**src/rtl/bbc_pkg.sv**
```systemverilog
package bbc_pkg;
  typedef struct packed {
    logic       post;    // [10] fetch break after execution
    logic       dsel;    // [9]  data source: 0 virtual, 1 internal
    logic       asel;    // [8]  address source: 0 virtual, 1 internal
    logic [1:0] size;    // [7:6]
    logic [1:0] master;  // [5:4]
    logic [1:0] dir;     // [3:2]
    logic [1:0] kind;    // [1:0]
  } ctrl_t;

  localparam int CTRL_W = $bits(ctrl_t);

  localparam logic [1:0] KIND_OFF   = 2'd0;
  localparam logic [1:0] KIND_FETCH = 2'd1;
  localparam logic [1:0] KIND_DATA  = 2'd2;

  localparam logic [3:0] OFF_ADDR  = 4'd0;
  localparam logic [3:0] OFF_MASK  = 4'd1;
  localparam logic [3:0] OFF_CTRL  = 4'd2;
  localparam logic [3:0] OFF_DATA  = 4'd3;
  localparam logic [3:0] OFF_DMASK = 4'd4;
  localparam logic [3:0] OFF_COUNT = 4'd5;

  localparam logic [3:0] BASE_A    = 4'd0;
  localparam logic [3:0] BASE_B    = 4'd8;
  localparam logic [3:0] REG_STAT  = 4'd15;
endpackage

```
**src/rtl/bbc_qual.sv**
```systemverilog
module bbc_qual
  import bbc_pkg::*;
(
  input  ctrl_t      ctl,
  input  logic       fetch,
  input  logic       write,
  input  logic       dma,
  input  logic [1:0] size,
  output logic       ok
);
  logic kind_ok, dir_ok, mst_ok, size_ok;

  always_comb begin
    unique case (ctl.kind)
      KIND_OFF:   kind_ok = 1'b0;
      KIND_FETCH: kind_ok = fetch;
      KIND_DATA:  kind_ok = !fetch;
      default:    kind_ok = 1'b1;
    endcase
    unique case (ctl.dir)
      2'd1:    dir_ok = !write;
      2'd2:    dir_ok = write;
      default: dir_ok = 1'b1;
    endcase
    unique case (ctl.master)
      2'd1:    mst_ok = !dma;
      2'd2:    mst_ok = dma;
      default: mst_ok = 1'b1;
    endcase
    if (ctl.size == 2'd0) size_ok = 1'b1;
    else                  size_ok = (size == ctl.size - 2'd1);
    ok = kind_ok && dir_ok && mst_ok && size_ok;
  end
endmodule

```
**src/rtl/bbc_chan.sv**
```systemverilog
module bbc_chan
  import bbc_pkg::*;
#(
  parameter int         AW       = 32,
  parameter int         DW       = 32,
  parameter int         CW       = 12,
  parameter bit         HAS_DATA = 1'b0,
  parameter logic [3:0] BASE     = 4'd0
) (
  input  logic          clk,
  input  logic          rst_n,
  input  logic          cfg_we,
  input  logic [3:0]    cfg_addr,
  input  logic [AW-1:0] cfg_wdata,
  input  logic          bus_valid,
  input  logic [AW-1:0] bus_vaddr,
  input  logic [AW-1:0] bus_iaddr,
  input  logic [DW-1:0] bus_vdata,
  input  logic [DW-1:0] bus_idata,
  input  logic          bus_fetch,
  input  logic          bus_write,
  input  logic          bus_dma,
  input  logic [1:0]    bus_size,
  output logic          fire,
  output logic          post
);
  localparam logic [3:0] A_ADDR = BASE + OFF_ADDR;
  localparam logic [3:0] A_MASK = BASE + OFF_MASK;
  localparam logic [3:0] A_CTRL = BASE + OFF_CTRL;

  logic [AW-1:0] cmp_addr, cmp_mask;
  ctrl_t         ctl;
  logic          q_ok, a_ok, d_ok, c_ok, raw;
  logic [AW-1:0] sel_addr;

  always_ff @(posedge clk) begin
    if (!rst_n) begin
      cmp_addr <= '0;
      cmp_mask <= '0;
      ctl      <= '0;
    end else if (cfg_we) begin
      if (cfg_addr == A_ADDR) cmp_addr <= cfg_wdata;
      if (cfg_addr == A_MASK) cmp_mask <= cfg_wdata;
      if (cfg_addr == A_CTRL) ctl      <= ctrl_t'(cfg_wdata[CTRL_W-1:0]);
    end
  end

  bbc_qual u_qual (
    .ctl   (ctl),
    .fetch (bus_fetch),
    .write (bus_write),
    .dma   (bus_dma),
    .size  (bus_size),
    .ok    (q_ok)
  );

  assign sel_addr = ctl.asel ? bus_iaddr : bus_vaddr;
  assign a_ok     = ((sel_addr ^ cmp_addr) & ~cmp_mask) == '0;
  assign raw      = bus_valid && q_ok && a_ok && d_ok;
  assign fire     = raw && c_ok;
  assign post     = ctl.post && bus_fetch;

  generate
    if (HAS_DATA) begin : g_data
      localparam logic [3:0] A_DATA  = BASE + OFF_DATA;
      localparam logic [3:0] A_DMASK = BASE + OFF_DMASK;
      localparam logic [3:0] A_COUNT = BASE + OFF_COUNT;
      logic [DW-1:0] cmp_data, cmp_dmask, sel_data;
      logic [CW-1:0] cnt;
      logic          cnt_wr;

      assign cnt_wr = cfg_we && (cfg_addr == A_COUNT);

      always_ff @(posedge clk) begin
        if (!rst_n) begin
          cmp_data  <= '0;
          cmp_dmask <= '1;
        end else if (cfg_we) begin
          if (cfg_addr == A_DATA)  cmp_data  <= cfg_wdata[DW-1:0];
          if (cfg_addr == A_DMASK) cmp_dmask <= cfg_wdata[DW-1:0];
        end
      end

      always_ff @(posedge clk) begin
        if (!rst_n)                  cnt <= '0;
        else if (cnt_wr)             cnt <= cfg_wdata[CW-1:0];
        else if (raw && cnt != '0)   cnt <= cnt - 1'b1;
      end

      assign sel_data = ctl.dsel ? bus_idata : bus_vdata;
      assign d_ok     = ((sel_data ^ cmp_data) & ~cmp_dmask) == '0;
      assign c_ok     = !cnt_wr && (cnt <= CW'(1));

      AST_CNT_NO_WRAP: assert property (@(posedge clk) disable iff (!rst_n)
        (cnt == '0 && !cnt_wr) |=> (cnt == '0)) else $error("counter wrapped");
      AST_CNT_FIRE_AT_END: assert property (@(posedge clk) disable iff (!rst_n)
        (fire && !cnt_wr) |=> (cnt == '0)) else $error("fire before count end");
    end else begin : g_nodata
      logic unused_bus;
      assign unused_bus = ^{bus_vdata, bus_idata, ctl.dsel};
      assign d_ok = 1'b1;
      assign c_ok = 1'b1;
    end
  endgenerate

  AST_OFF_NEVER_FIRES: assert property (@(posedge clk) disable iff (!rst_n)
    (ctl.kind == KIND_OFF) |-> !fire) else $error("disabled channel fired");
endmodule

```
**src/rtl/bus_break_unit.sv**
```systemverilog
module bus_break_unit
  import bbc_pkg::*;
#(
  parameter int AW = 32,
  parameter int DW = 32,
  parameter int CW = 12
) (
  input  logic          clk,
  input  logic          rst_n,
  input  logic          cfg_we,
  input  logic [3:0]    cfg_addr,
  input  logic [31:0]   cfg_wdata,
  input  logic          bus_valid,
  input  logic [31:0]   bus_vaddr,
  input  logic [31:0]   bus_iaddr,
  input  logic [31:0]   bus_vdata,
  input  logic [31:0]   bus_idata,
  input  logic          bus_fetch,
  input  logic          bus_write,
  input  logic          bus_dma,
  input  logic [1:0]    bus_size,
  output logic          brk_req,
  output logic          brk_post,
  output logic          hit_a,
  output logic          hit_b
);
  localparam int NCH = 2;
  localparam logic [3:0] BASES [NCH] = '{BASE_A, BASE_B};

  logic [NCH-1:0] fire, post, flag;
  logic           stat_wr;

  generate
    for (genvar c = 0; c < NCH; c++) begin : g_ch
      bbc_chan #(
        .AW(AW), .DW(DW), .CW(CW),
        .HAS_DATA(c == 1), .BASE(BASES[c])
      ) u_ch (
        .clk       (clk),
        .rst_n     (rst_n),
        .cfg_we    (cfg_we),
        .cfg_addr  (cfg_addr),
        .cfg_wdata (cfg_wdata[AW-1:0]),
        .bus_valid (bus_valid),
        .bus_vaddr (bus_vaddr[AW-1:0]),
        .bus_iaddr (bus_iaddr[AW-1:0]),
        .bus_vdata (bus_vdata[DW-1:0]),
        .bus_idata (bus_idata[DW-1:0]),
        .bus_fetch (bus_fetch),
        .bus_write (bus_write),
        .bus_dma   (bus_dma),
        .bus_size  (bus_size),
        .fire      (fire[c]),
        .post      (post[c])
      );

      always_ff @(posedge clk) begin
        if (!rst_n)       flag[c] <= 1'b0;
        else if (fire[c]) flag[c] <= 1'b1;
        else if (stat_wr && !cfg_wdata[c]) flag[c] <= 1'b0;
      end
    end
  endgenerate

  assign stat_wr = cfg_we && (cfg_addr == REG_STAT);

  always_ff @(posedge clk) begin
    if (!rst_n) begin
      brk_req  <= 1'b0;
      brk_post <= 1'b0;
    end else begin
      brk_req  <= |fire;
      brk_post <= |(fire & post);
    end
  end

  assign hit_a = flag[0];
  assign hit_b = flag[1];

  AST_REQ_HAS_CAUSE: assert property (@(posedge clk) disable iff (!rst_n)
    brk_req |-> $past(bus_valid)) else $error("request without bus cycle");
  AST_REQ_SETS_FLAG: assert property (@(posedge clk) disable iff (!rst_n)
    brk_req |-> (hit_a || hit_b)) else $error("request without flag");
  AST_FLAG_CLEAR_ONLY_BY_WRITE: assert property (@(posedge clk) disable iff (!rst_n)
    $fell(hit_a) |-> $past(stat_wr && !cfg_wdata[0])) else $error("flag A lost");
  AST_POST_WITH_REQ: assert property (@(posedge clk) disable iff (!rst_n)
    brk_post |-> brk_req) else $error("post without request");
endmodule

```
**config.mk**
```make
export PLATFORM = sky130hd
export DESIGN_NAME = bus_break_unit
export DESIGN_NICKNAME = d
export VERILOG_FILES = /design/src/rtl/bbc_pkg.sv /design/src/rtl/bbc_qual.sv /design/src/rtl/bbc_chan.sv /design/src/rtl/bus_break_unit.sv
export SDC_FILE = /design/constraint.sdc
export NUM_CORES = 1
export LEC_CHECK = 0
export ABC_CLOCK_PERIOD_IN_PS = 5000
export BUFFER_PORTS_ARGS = -buffer_cell sky130_fd_sc_hd__buf_4
export CAP_MARGIN = 0
export CORE_UTILIZATION = 25
export DETAILED_ROUTE_END_ITERATION = 10
export GPL_TIMING_DRIVEN = 0
export SLEW_MARGIN = 20
export SYNTH_ARGS = -nofsm -noshare
export SYNTH_HDL_FRONTEND = slang
export SYNTH_HIERARCHICAL = 1
export SYNTH_SLANG_ARGS = --single-unit
```
**constraint.sdc**
```tcl
create_clock -name clk -period 5 [get_ports clk]
set_input_delay 0 -clock clk [delete_from_list [all_inputs] [get_ports clk]]
set_output_delay 0 -clock clk [all_outputs]
set_load 0.01 [all_outputs]
```
* Yosys cells after proc, flatten, opt, wreduce, memory -nomap -nowiden
Cells that the tools add are included.
Word-level totals: bits in registers 229, latch bits 0, RAM bits 0, memory bits (read-only) 0, input port bits 173, output and inout port bits 4, logic and storage cells 126, memories kept 0
Operators by class: add/sub/neg operators 3, multiply operators 0, divide/modulo/power cells 0, $lt $le $gt $ge 1, eq/ne operators 23, shifts and indexed selects 0, mux-type cells 17, bitwise logic cells 10, reductions and logical operators 48
Operator list (number):
- $and A32 B32 Y32 | 3
- $logic_not A32 Y1 | 3
- $mux W32 | 3
- $not A32 Y32 | 3
- $xor A32 B32 Y32 | 3
- $eq A4 B4 Y1 const B | 7
- $mux W12 | 2
- $logic_and A1 B1 Y1 | 20
- $reduce_and A2 Y1 | 8
- $eq A2 B1 Y1 const B | 6
- $eq A2 B2 Y1 const B | 6
- $le A12 B1 Y1 const B | 1
- $reduce_bool A12 Y1 | 1
- $sub A12 B1 Y12 const B | 1
- $logic_not A2 Y1 | 4
- $pmux W1 S2 | 4
- $logic_not A1 Y1 | 6
- $mux W1 | 6
- $pmux W1 S3 | 2
- $reduce_bool A2 Y1 | 3
- $eq A2 B2 Y1 | 2
- $eq A4 B1 Y1 const B | 1
- $eq A4 B2 Y1 const B | 1
- $logic_not A4 Y1 | 1
- 3 further kinds | 5

* Longest topological paths before layout
depth after elaboration 11, depth in mapped cells 14, depth with buffers taken out 14

* By module
Netlist, hierarchy kept.
Modules (own cells, without submodules):
- bbc_chan at g_ch[1].u_ch | times used 1, cells an instance 980, area each 7672.4 µm²
- bbc_chan at g_ch[0].u_ch | times used 1, cells an instance 430, area each 3701.0 µm²
- bbc_qual | times used 2, cells an instance 20, area each 157.7 µm²
- bus_break_unit | times used 1, cells an instance 14, area each 142.6 µm²

* Worst setup path after synthesis
OpenSTA, ideal clock, no wires.
path kind reg-to-reg, start register g_ch[1].u_ch/ctl[6] (netlist name), end register g_ch[1].u_ch.g_data.cnt[6], library setup time 74 ps, arrival 2673 ps, required time 4926 ps, slack 2253 ps, stages on the path, launching flop included 14, cell sequence dfxtp_1 > inv_1 > ha_1 > xor2_1 > a21oi_1 > nor4_2 > and2_0 > o2111ai_1 > nor4_1 > nand4_1 > or2_1 > buf_2 > or3_1 > a31oi_1
Between the ends: word-level cells in the longest chain between the ends 9
Ends and longest elaborated chain:
- $sub A2 B1 Y2 | RTL line bbc_qual.sv:31 | else size_ok = (size == ctl.size - 2'd1);
- $eq A2 B2 Y1 | RTL line bbc_qual.sv:31
- $mux W1 * | RTL line bbc_qual.sv:30 | if (ctl.size == 2'd0) size_ok = 1'b1;
- $logic_and A1 B1 Y1 * | RTL line bbc_qual.sv:32 | ok = kind_ok && dir_ok && mst_ok && size_ok;
- via g_ch[1].u_ch.q_ok | RTL line bbc_chan.sv:33 | logic q_ok, a_ok, d_ok, c_ok, raw;
- $logic_and A1 B1 Y1 * (3 in series) | RTL line bbc_chan.sv:59 | assign raw = bus_valid && q_ok && a_ok && d_ok;
- $logic_and A1 B1 Y1 * | RTL line bbc_chan.sv:87 | else if (raw && cnt != '0) cnt <= cnt - 1'b1;
- $reduce_bool A2 Y1 (no source line) *
- end signal: assignment | RTL line bbc_chan.sv:86 | else if (cnt_wr) cnt <= cfg_wdata[CW-1:0];
- end signal: assignment | RTL line bbc_chan.sv:87
- end: declaration | RTL line bbc_chan.sv:69 | logic [CW-1:0] cnt;
Mark *: on every way through the listed nets, which the timed path passes. The rest lies on a longest branch. A chain may end at the register's enable or synchronous reset.

* Worst setup path after layout
start register g_ch[1].u_ch/ctl[6] (netlist name), end register flag[1] (netlist: hit_b)
Between the ends: word-level cells in the longest chain between the ends 9
Ends and longest elaborated chain:
- $sub A2 B1 Y2 | RTL line bbc_qual.sv:31
- $eq A2 B2 Y1 | RTL line bbc_qual.sv:31
- $mux W1 * | RTL line bbc_qual.sv:30
- $logic_and A1 B1 Y1 * | RTL line bbc_qual.sv:32
- via g_ch[1].u_ch.q_ok | RTL line bbc_chan.sv:33
- $logic_and A1 B1 Y1 * (3 in series) | RTL line bbc_chan.sv:59
- $logic_and A1 B1 Y1 * | RTL line bbc_chan.sv:60 | assign fire = raw && c_ok;
- via fire[1] | RTL line bus_break_unit.sv:30 | logic [NCH-1:0] fire, post, flag;
- $mux W1 / $reduce_bool A2 Y1 (equally long branches)
- end signal: indexed assignment | RTL line bus_break_unit.sv:58 | if (!rst_n) flag[c] <= 1'b0;
- end signal: indexed assignment | RTL line bus_break_unit.sv:59 | else if (fire[c]) flag[c] <= 1'b1;
- end signal: indexed assignment | RTL line bus_break_unit.sv:60 | else if (stat_wr && !cfg_wdata[c]) flag[c] <= 1'b0;
- end: declaration | RTL line bus_break_unit.sv:30
Marks and branches as above.

==> run_results.csv <==
group,metric,value,unit
status,status,"finished, final reports clean",
power_and_ir_drop,internal-power,0.00327,W
timing,relSlewSlack,0.287,
clock_network,htree_num_levels,1,
power_and_ir_drop,power,0.00436,W
global_route,grt_max_degree,14,
yosys,syn_area,11800,um^2
clock_network,clkTransAtPathRegs,0.06,ns
die,dieArea,48100,um^2
setup_path,end_kind,"register",
die,core-area,46600,um^2
global_route,grt_use_total,0.183,
global_route,globalRouteOverflowTotal,0,
power_and_ir_drop,p_clk_frac,0.456,
power_and_ir_drop,sequentialPowerShare,0.429,
clock_network,cts_tree,"yes",
drt,drc_errors,0,
layout,diodes,0,
layout,fillers,4813,
die,die-height,219,um
timing,final_max_slew_viol_count,0,
yosys,synthCells,1461,
layout,finalNetCount,1891,
global_route,antenna_found_initial,0,
timing,skew,0.0135,ns
placed_design,gp_congestion,0.876,
setup_path,startpoint_type,"register",
layout,drive_gt1_frac,0.145,
timing,rsz0062_at_grt,"false",
power_and_ir_drop,irDropWorstVdd,0.188,mV
power_and_ir_drop,power-per-cell-area,287,nW/um^2
timing,period_minus_slack,4.35,ns
yosys,avgSynthCellArea,8.07,um^2
power_and_ir_drop,power_switching,0.00108,W
drt,drt_first_pass_iters,6,
power_and_ir_drop,p_sw_frac,0.249,
global_route,grt_pass1_vias,10551,
layout,syn_to_final_growth,28.9,%
layout,stdcell_area,15200,um^2
timing,worst_pin_slew,1.06,ns
drt,wirelength,45000,um
placed_design,dpl.hpwl,34500,um
drt,avgRoutedWirePerCell,19.3,um
drt,viasPerCell,4.82,
setup_path,criticalPathCategory,"register to register",
placed_design,placed_cell_area,13900,um^2
power_and_ir_drop,p_comb_frac,0.115,
power_and_ir_drop,leakagePower,5.77,nW
clock_network,postCtsSetupRepairBufs,0,
drt,drt-initial-drc-count,976,
timing,max_freq,230,MHz
clock_network,cts-root-buf,"clkbuf_16",
job,cap_violations,0,
placed_design,portBuffers,176,
drt,vias,11234,
global_route,grt_pass1_wl,65400,um
clock_network,cts_sinks,229,
clock_network,cts_made_buffers,26,
timing,fin_setup_tns,0,ns
setup_path,crit_path_max_fanout,4,
min_path,hold_path.class,"input port to register",
die,num_rows,79,
drt,drt.antenna.violating_nets,0,
die,start_util,0.253,
die,ios,177,
timing,setup_viol,0,
yosys,yosysWarnings,6,
setup_path,cp.arrival,4.82,ns
setup_path,required,5.47,ns
timing,hold_viol,0,
yosys,syn_nets,1646,
die,dieWidth,219,um
clock_network,clockBufferDepth,3,
clock_network,clk_latency,0.53,ns
timing,min_period_over_period,0.870,
[power by group through the flow]
stage / Clock (W) / Combinational (W) / Sequential (W)
finish: 0.00199 / 0.000500 / 0.00187
global route: 0.00209 / 0.000532 / 0.00187
CTS: 0.00202 / 0.000499 / 0.00187
detailed placement: 0 / 0.000471 / 0.00191
global placement: 0 / 0.000466 / 0.00191
floorplan: 0 / 0.000202 / 0.00190
[layout by cell type, fill, tap and decap left out, types with 27 or more instances in the layout]
cell type / n
mux2i_1: 170
a21boi_0: 54
dfxtp_1: 229
clkbuf_1: 64
nand3_1: 41
nor2b_1: 65
buf_4: 177
nand2_1: 398
clkbuf_16: 27
dlygate4sd3_1: 41
xor2_1: 51
nor2_1: 77
a21oi_1: 103
[per-stage QoR]
step	std cells	hold slack [ns]	setup slack, ns	utilization
after floorplan	1461	0.118	2.25	-
after global placement	2244	0.278	1.12	0.298
after detailed placement	2244	0.285	1.17	0.298
after CTS	2333	0.249	0.601	0.327
after global routing	2333	0.261	0.441	0.327
final	2333	0.261	0.651	0.327
[sequential cells by signal, indices dropped and copies added, names as in the netlist]
| signal | flops |
|---|---|
| g_ch.u_ch/cmp_addr | 64 |
| g_ch.u_ch/cmp_mask | 64 |
| g_ch.u_ch/g_data.cmp_data | 32 |
| g_ch.u_ch/g_data.cmp_dmask | 32 |
| g_ch.u_ch/ctl | 21 |
| g_ch.u_ch/g_data.cnt | 12 |
| brk_post | 1 |
| brk_req | 1 |
| hit_a | 1 |
| hit_b | 1 |
[critical path, cell delays in order (launching register included)]
cell and delay, ns:
dfxtp_1 0.36, inv_1 0.05, ha_1 0.29, xor2_1 0.15, a21oi_1 0.10, nor4_2 0.39
and2_0 0.32, nand2_1 0.09, nor3_1 0.26, o211a_1 0.20, nor4b_1 0.69, nand2_1 0.12
nor2_1 0.40, o21ai_0 0.14, a41oi_1 0.17, dlygate4sd3_1 0.56
[area by class of cell]
cell class / instances / area [um^2] / share of cell area
timing repair buffer: 217 / 1730 / 0.114
inverter: 17 / 63.8 / 0.00420
clock inverter: 10 / 109 / 0.00716
sequential: 229 / 4580 / 0.302
tap: 607 / 759 / 0.0500
multi-input combinational: 1131 / 6720 / 0.442
clock buffer: 38 / 797 / 0.0524
buffer: 84 / 440 / 0.0290
[repair_timing]
item / CTS / global route
gates resized for setup: 0 / 0
hold buffers: 41 / 0
endpoints found under the hold margin: 229 / 0
[metal layers]
| metal | up-vias | global-route usage | wire length [um] | share of wire |
|---|---|---|---|---|
| li1 | 5450 | - | - | - |
| met1 | 5300 | 0.237 | 18900 | 0.42 |
| met2 | 404 | 0.310 | 21300 | 0.47 |
| met3 | 80 | 0.0281 | 3360 | 0.075 |
| met4 | 0 | 0.0583 | 1420 | 0.031 |
| met5 | - | 0 | 0 | 0 |
[final timing paths]
| path | from | to | slack (ns) | cells past startpoint |
|---|---|---|---|---|
| worst max-delay path | g_ch[1].u_ch/ctl[6]$_SDFFE_PN0P_ | hit_b$_SDFFE_PN0P_ | 0.65 | 15 |
| worst min-delay path | bus_valid | brk_req$_SDFF_PN0_ | 0.26 | 5 |
| worst max register to register | g_ch[1].u_ch/ctl[6]$_SDFFE_PN0P_ | hit_b$_SDFFE_PN0P_ | 0.65 | 15 |
| worst min register to register | g_ch[1].u_ch/cmp_mask[0]$_SDFFE_PN0P_ | g_ch[1].u_ch/cmp_mask[0]$_SDFFE_PN0P_ | 0.46 | 2 |
(Power assumes the default switching activity.)
